[src/rtl/mshr_pkg.sv]
package mshr_pkg;

    // Drain sequencer states
    typedef enum logic {
        DRN_IDLE = 1'b0,
        DRN_RUN  = 1'b1
    } drain_state_e;

    // Index of the lowest set bit of v (0 when v is zero); widths up to 32
    function automatic logic [4:0] first_one(input logic [31:0] v);
        logic [4:0] r;
        r = '0;
        for (int i = 31; i >= 0; i--) begin
            if (v[i]) r = 5'(i);
        end
        return r;
    endfunction

    // True when at most one bit of v is set
    function automatic logic single_bit(input logic [31:0] v);
        return (v & (v - 32'd1)) == 32'd0;
    endfunction

endpackage

[src/rtl/mshr_pick.sv]
module mshr_pick #(
    parameter int W    = 4,
    parameter int ID_W = 2
) (
    input  logic [W-1:0]    vec,
    output logic            any,
    output logic [ID_W-1:0] id
);
    import mshr_pkg::*;

    assign any = |vec;
    assign id  = ID_W'(first_one(32'(vec)));
endmodule

[src/rtl/mshr_entry.sv]
module mshr_entry #(
    parameter int ADDR_W = 26,
    parameter int IDX_W  = 7,
    parameter int TAG_W  = 6,
    parameter int WORDS  = 4,
    parameter int WOFF_W = 2
) (
    input  logic                   clk,
    input  logic                   rst,
    input  logic                   alloc_en,
    input  logic                   merge_en,
    input  logic                   free_en,
    input  logic [ADDR_W-1:0]      in_addr,
    input  logic [IDX_W-1:0]       in_index,
    input  logic [WOFF_W-1:0]      in_word,
    input  logic                   in_write,
    input  logic [TAG_W-1:0]       in_dest,
    input  logic [ADDR_W-1:0]      fill_addr,
    output logic                   busy,
    output logic                   miss_hit,
    output logic                   fill_hit,
    output logic [IDX_W-1:0]       index,
    output logic [WORDS-1:0]       wmask,
    output logic [WORDS-1:0]       wrmask,
    output logic [WORDS*TAG_W-1:0] dests
);
    logic [ADDR_W-1:0] addr_q;
    logic [WORDS-1:0]  word_oh;

    assign word_oh  = WORDS'(1) << in_word;
    assign miss_hit = busy && (addr_q == in_addr);
    assign fill_hit = busy && (addr_q == fill_addr);

    always_ff @(posedge clk) begin
        if (rst) begin
            busy   <= 1'b0;
            wmask  <= '0;
            wrmask <= '0;
            addr_q <= '0;
            index  <= '0;
        end else if (free_en) begin
            busy   <= 1'b0;
            wmask  <= '0;
            wrmask <= '0;
        end else if (alloc_en) begin
            busy   <= 1'b1;
            addr_q <= in_addr;
            index  <= in_index;
            wmask  <= word_oh;
            wrmask <= in_write ? word_oh : '0;
        end else if (merge_en) begin
            wmask  <= wmask | word_oh;
            wrmask <= wrmask | (in_write ? word_oh : '0);
        end
    end

    // Tag storage: data only, no reset needed
    always_ff @(posedge clk) begin
        if (!rst && !free_en && (alloc_en || merge_en)) begin
            dests[in_word*TAG_W +: TAG_W] <= in_dest;
        end
    end
endmodule

[src/rtl/mshr_drain.sv]
module mshr_drain #(
    parameter int WORDS  = 4,
    parameter int WOFF_W = 2,
    parameter int ID_W   = 2
) (
    input  logic              clk,
    input  logic              rst,
    input  logic              take,
    input  logic [ID_W-1:0]   take_id,
    input  logic [WORDS-1:0]  take_mask,
    output logic              active,
    output logic [ID_W-1:0]   cur_id,
    output logic [WOFF_W-1:0] cur_word,
    output logic              last
);
    import mshr_pkg::*;

    drain_state_e     state;
    logic [WORDS-1:0] mask;

    assign active   = (state == DRN_RUN);
    assign cur_word = WOFF_W'(first_one(32'(mask)));
    assign last     = single_bit(32'(mask));

    always_ff @(posedge clk) begin
        if (rst) begin
            state  <= DRN_IDLE;
            mask   <= '0;
            cur_id <= '0;
        end else if (state == DRN_RUN) begin
            mask <= mask & ~(WORDS'(1) << cur_word);
            if (last) state <= DRN_IDLE;
        end else if (take) begin
            state  <= DRN_RUN;
            mask   <= take_mask;
            cur_id <= take_id;
        end
    end
endmodule

[src/rtl/mshr_file.sv]
module mshr_file #(
    parameter int N      = 4,
    parameter int ADDR_W = 26,
    parameter int IDX_W  = 7,
    parameter int TAG_W  = 6,
    parameter int WORDS  = 4,
    localparam int ID_W   = (N > 1) ? $clog2(N) : 1,
    localparam int WOFF_W = (WORDS > 1) ? $clog2(WORDS) : 1
) (
    input  logic              clk,
    input  logic              rst,
    input  logic              miss_valid,
    input  logic [ADDR_W-1:0] miss_blk_addr,
    input  logic [IDX_W-1:0]  miss_index,
    input  logic [WOFF_W-1:0] miss_word,
    input  logic              miss_is_write,
    input  logic [TAG_W-1:0]  miss_dest,
    output logic              miss_stall,
    output logic              req_valid,
    output logic [ADDR_W-1:0] req_blk_addr,
    output logic [ID_W-1:0]   req_id,
    input  logic              fill_valid,
    input  logic [ADDR_W-1:0] fill_blk_addr,
    output logic              fill_ready,
    output logic              fwd_valid,
    output logic [TAG_W-1:0]  fwd_dest,
    output logic [WOFF_W-1:0] fwd_word,
    output logic [IDX_W-1:0]  fwd_index,
    output logic              fwd_is_write,
    output logic              fwd_last
);
    logic [N-1:0]             e_valid, e_mhit, e_fhit;
    logic [N-1:0]             alloc_en, merge_en, free_en;
    logic [IDX_W-1:0]         e_index  [N];
    logic [WORDS-1:0]         e_wmask  [N];
    logic [WORDS-1:0]         e_wrmask [N];
    logic [WORDS*TAG_W-1:0]   e_dest   [N];

    logic              free_any, hit_any, fhit_any;
    logic [ID_W-1:0]   free_id, hit_id, fhit_id;
    logic              drn_active, drn_last;
    logic [ID_W-1:0]   drn_id;
    logic [WOFF_W-1:0] drn_word;
    logic              fill_take, hit_busy, word_taken, conflict;
    logic              do_alloc, do_merge;

    mshr_pick #(.W(N), .ID_W(ID_W)) u_free (.vec(~e_valid), .any(free_any), .id(free_id));
    mshr_pick #(.W(N), .ID_W(ID_W)) u_hit  (.vec(e_mhit),   .any(hit_any),  .id(hit_id));
    mshr_pick #(.W(N), .ID_W(ID_W)) u_fhit (.vec(e_fhit),   .any(fhit_any), .id(fhit_id));

    // Fill acceptance and conflict detection
    assign fill_ready = !drn_active;
    assign fill_take  = fill_valid && !drn_active && fhit_any;
    assign hit_busy   = (drn_active && (drn_id == hit_id)) || (fill_take && (fhit_id == hit_id));
    assign word_taken = e_wmask[hit_id][miss_word];
    assign conflict   = hit_any && (word_taken || hit_busy);

    assign do_alloc   = miss_valid && !hit_any && free_any;
    assign do_merge   = miss_valid && hit_any && !conflict;
    assign miss_stall = miss_valid && (hit_any ? conflict : !free_any);

    assign req_valid    = do_alloc;
    assign req_blk_addr = miss_blk_addr;
    assign req_id       = free_id;

    for (genvar i = 0; i < N; i++) begin : g_ent
        assign alloc_en[i] = do_alloc && (free_id == ID_W'(i));
        assign merge_en[i] = do_merge && (hit_id == ID_W'(i));
        assign free_en[i]  = drn_active && drn_last && (drn_id == ID_W'(i));

        mshr_entry #(
            .ADDR_W(ADDR_W), .IDX_W(IDX_W), .TAG_W(TAG_W),
            .WORDS(WORDS), .WOFF_W(WOFF_W)
        ) u_ent (
            .clk      (clk),
            .rst      (rst),
            .alloc_en (alloc_en[i]),
            .merge_en (merge_en[i]),
            .free_en  (free_en[i]),
            .in_addr  (miss_blk_addr),
            .in_index (miss_index),
            .in_word  (miss_word),
            .in_write (miss_is_write),
            .in_dest  (miss_dest),
            .fill_addr(fill_blk_addr),
            .busy     (e_valid[i]),
            .miss_hit (e_mhit[i]),
            .fill_hit (e_fhit[i]),
            .index    (e_index[i]),
            .wmask    (e_wmask[i]),
            .wrmask   (e_wrmask[i]),
            .dests    (e_dest[i])
        );
    end

    mshr_drain #(.WORDS(WORDS), .WOFF_W(WOFF_W), .ID_W(ID_W)) u_drain (
        .clk      (clk),
        .rst      (rst),
        .take     (fill_take),
        .take_id  (fhit_id),
        .take_mask(e_wmask[fhit_id]),
        .active   (drn_active),
        .cur_id   (drn_id),
        .cur_word (drn_word),
        .last     (drn_last)
    );

    assign fwd_valid    = drn_active;
    assign fwd_word     = drn_word;
    assign fwd_dest     = e_dest[drn_id][drn_word*TAG_W +: TAG_W];
    assign fwd_index    = e_index[drn_id];
    assign fwd_is_write = e_wrmask[drn_id][drn_word];
    assign fwd_last     = drn_active && drn_last;
endmodule

[config.mk]
export PLATFORM = sky130hd
export DESIGN_NAME = mshr_file
export DESIGN_NICKNAME = d
export VERILOG_FILES = /design/src/rtl/mshr_pkg.sv /design/src/rtl/mshr_pick.sv /design/src/rtl/mshr_entry.sv /design/src/rtl/mshr_drain.sv /design/src/rtl/mshr_file.sv
export SDC_FILE = /design/constraint.sdc
export NUM_CORES = 1
export LEC_CHECK = 0
export BUFFER_PORTS_ARGS = -buffer_cell sky130_fd_sc_hd__buf_2
export CAP_MARGIN = 10
export CORE_MARGIN = 1
export CORE_UTILIZATION = 23
export CTS_CLUSTER_DIAMETER = 30
export DETAILED_ROUTE_END_ITERATION = 16
export GPL_TIMING_DRIVEN = 0
export HOLD_SLACK_MARGIN = 0.03
export PLACE_DENSITY_LB_ADDON = 0.3
export SKIP_LAST_GASP = 1
export SLEW_MARGIN = 10
export SYNTH_ARGS = -nofsm -noshare
export SYNTH_HDL_FRONTEND = slang
export SYNTH_SLANG_ARGS = --single-unit
export TNS_END_PERCENT = 50
[constraint.sdc]
create_clock -name clk -period 3.9 [get_ports clk]
set_clock_uncertainty 0.15 [all_clocks]
set_input_delay 0.195 -clock clk [delete_from_list [all_inputs] [get_ports clk]]
set_output_delay 0.195 -clock clk [all_outputs]
set_load 0.02 [all_outputs]
==> flow_summary.json <==
{
  "outcome": "finished, final reports clean",
  "synth_top_family_by_area": "simple AND/OR/NAND/NOR gates",
  "rr_worst_depth": 12,
  "vias": 13570,
  "ant_nets": 0,
  "max_slew.worst_pin.slew_ps": 1157,
  "cp-end-kind": "flop",
  "fin_setup_tns_ps": 0,
  "io_buffers": 74,
  "design_area_um2": 20220,
  "finalSetupViolations": 0,
  "yosysSeqAreaShare": 0.4243,
  "synth_edf_count": 96,
  "wirelength_um": 59770,
  "io_pins": 121,
  "ir_worst_vdd_v": 0.0002471,
  "ys_ff_latch": 271,
  "ys.flop_type": "dfxtp_1",
  "path_class": "flop to flop",
  "min-delay-start": "miss_word[1]",
  "clk_latency_ps": 600,
  "cap_violations": 0,
  "seqCellArea_um2": 6424,
  "grt_pass1_wl_um": 87020,
  "crit_path_start_kind": "flop",
  "rrSetupSlack_ps": 30,
  "ys_warn_count": 0,
  "fill_cells": 6655,
  "hold_path.class": "input pin to flop",
  "synth_compound_area_frac": 0.09760,
  "grt_max_degree": 14,
  "worstPathArrival_ps": 3990,
  "multi_input_area_um2": 8551,
  "place_ws_ps": -1303,
  "period_share": 0.9931,
  "hold_end": "g_ent[0].u_ent.wmask[2]",
  "synthMuxAreaShare": 0.07108,
  "drive_gt1_frac": 0.2426,
  "leakage_nw": 7.120,
  "dp_hpwl_um": 44080,
  "yosys.area_share.simple": 0.2230,
  "max_slew_margin": 0.2286,
  "drc_errors": 0,
  "yosys.area_share.adder": 0.007316,
  "place_area_um2": 16490,
  "cts.path.max_buffers": 3,
  "reg2reg_from": "g_ent[0].u_ent.addr_q[4]",
  "cts_buffers": 66,
  "rr_endpoint": "g_ent[2].u_ent.dests[14]",
  "drt_iter0_drc": 1246,
  "cts_tree": "done",
  "gp_congestion": 0.9400,
  "viasPerCell": 4.874,
  "timing_max_transition_violations_final": 0,
  "setup_ws_ps": 26.84,
  "rsz0062_at_grt": "true",
  "period_minus_slack_ps": 3873,
  "critical_path_required_ps": 4010,
  "syn_area_um2": 15050,
  "p_per_area_nw_per_um2": 468.8,
  "overflow": 0,
  "first_global_vias": 13270,
  "fin_nets": 1957,
  "ys_types": 68,
  "synth-async-reset-ratio": 0,
  "drtPass1Iterations": 6,
  "num_rows": 93,
  "syn_inst": 1664,
  "hold_depth": 4,
  "cts-root-buf": "clkbuf_16",
  "start_util": 0.2331,
  "die_area_um2": 66470,
  "fmax_mhz": 258.2,
  "diodes": 0,
  "fp.dieH_um": 257.8,
  "core_um2": 64580,
  "grt_use_total": 0.1776,
  "clk_pin_slew_ps": 40,
  "syn-num-nets": 1744,
  "fin_hold_ws_ps": 55.20,
  "die_w_um": 257.8,
  "avgSynthCellArea_um2": 9.045,
  "synth-xor-area-share": 0.1247,
  "hold_viol": 0,
  "area_growth_pct": 34.38,
  "routedWlPerCell_um": 21.47,
  "antenna_found_initial": 0,
  "h-tree-depth": 3,
  "clock-sinks": 271,
  "critPathMaxFanout": 10
}
## cells in the mapped netlist (9+ instances only)
cell / number / area, um^2
dfxtp_1: 175 / 3503
nor3b_2: 10 / 125.1
nand3_1: 43 / 215.2
edfxtp_1: 96 / 2883
nor2_1: 83 / 311.6
and3_1: 17 / 106.4
o21ai_1: 12 / 60.06
nand4_1: 95 / 594.3
o21ai_0: 18 / 90.09
nor3_1: 14 / 70.07
and2_1: 22 / 137.6
nor2b_1: 10 / 62.56
nor4_1: 23 / 143.9
a21oi_1: 182 / 910.9
buf_2: 32 / 160.2
buf_4: 28 / 210.2
mux4_2: 35 / 788.3
nand2_1: 334 / 1254
buf_1: 9 / 33.78
mux2i_1: 27 / 270.3
xnor2_1: 157 / 1375
xor2_1: 48 / 420.4
clkbuf_1: 86 / 322.8
## through the flow
step	utilization	total power, W	cells
after floorplan	-	0.003569	1664
after global placement	0.2554	0.003851	2593
after global routing	0.3132	0.009769	2784
after CTS	0.3027	0.009506	2775
final	0.3132	0.009481	2784
after detailed placement	0.2554	0.003854	2593
## report_power, final
part	internal (W)	switching (W)
sequential	0.00298	0.0000590
combinational	0.000320	0.000562
clock	0.00373	0.00183
total	0.00703	0.00245
## layout make-up
cell class	instances	area share
well taps	855	0.05290
clock inverters	30	0.02023
inverters	9	0.001670
multi-input cells	1228	0.4228
flip-flops and latches	271	0.3176
plain buffers	151	0.03928
clock buffers	90	0.09268
repair buffers	150	0.05283
## state kept, by name (all words and copies together), names as in the netlist
signal	flops
g_ent.u_ent.addr_q	104
u_drain.cur_id	2
g_ent.u_ent.busy	4
g_ent.u_ent.wmask	16
g_ent.u_ent.dests	96
u_drain.mask	4
g_ent.u_ent.wrmask	16
u_drain.active	1
g_ent.u_ent.index	28
## critical path, cell delays in order (launching register included)
cell,delay [ps]
dfxtp_1,360
xnor2_1,290
nand4_1,150
or4_4,520
nor4_4,150
buf_4,210
o32ai_1,100
o21ai_1,340
a21oi_4,130
a211oi_4,370
a41oi_4,240
buf_4,270
nor2_1,270
## layer usage
layer,part of all wire,track usage,up-vias,routed length (um)
met1,0.44,0.2300,6638,26060
met3,0.055,0.03102,133,3277
li1,-,-,6279,-
met4,0.040,0.08005,0,2385
met5,0,0,-,0
met2,0.47,0.2882,519,28050
## cell usage in the layout, fill, tap and decap left out, types with 12 or more instances in the layout
master         netlist  final
and3_1              17     15
buf_4               28     57
o21ai_0             18     17
xor2_1              48     48
clkbuf_16            0     68
and2_1              22     22
nor3_1              14     12
edfxtp_1            96     96
dlygate4sd3_1        0     44
dfxtp_1            175    145
buf_2               32     98
o21ai_1             12     13
nor4_1              23     17
xnor2_2              5     57
mux4_2              35     35
clkbuf_1            86     85
mux2i_1             27     27
nand2_1            334    330
a21oi_1            182    181
nor2_1              83     75
xnor2_1            157    104
dfxtp_2              0     30
nand4_1             95     95
nand3_1             43     43
## what timing repair did
action	4_1_cts	5_1_grt
cloned	0	1
gates resized for setup	43	134
endpoints found under the setup margin	260	225
setup buffers	21	11
pin swaps	13	26
hold buffers	44	0
endpoints found under the hold margin	192	0
## how the worst max path moves through the flow
stage | slack [ps] | start | depth (start not counted) | to
global route | -150 | u_drain.cur_id[0] | 8 | fwd_dest[1]
detailed placement | -1300 | miss_blk_addr[20] | 10 | g_ent[0].u_ent.dests[6]
floorplan | 380 | g_ent[0].u_ent.addr_q[1] | 10 | g_ent[3].u_ent.dests[10]
global placement | -1260 | miss_blk_addr[19] | 10 | g_ent[0].u_ent.dests[7]
finish | 30 | g_ent[0].u_ent.addr_q[4] | 12 | g_ent[2].u_ent.dests[14]
CTS | -80 | g_ent[2].u_ent.addr_q[20] | 10 | miss_stall
## logic make-up (layout without fill, tap and decap cells)
| family | Yosys count | after routing |
|---|---|---|
| xor+xnor | 210 | 210 |
| fa+ha+maj | 9 | 9 |
| simple gates | 688 | 689 |
| compound gates | 257 | 257 |
| buf+inv | 166 | 430 |
| flops | 271 | 271 |
| mux | 63 | 63 |
Power figures use the tool's default switching activity.
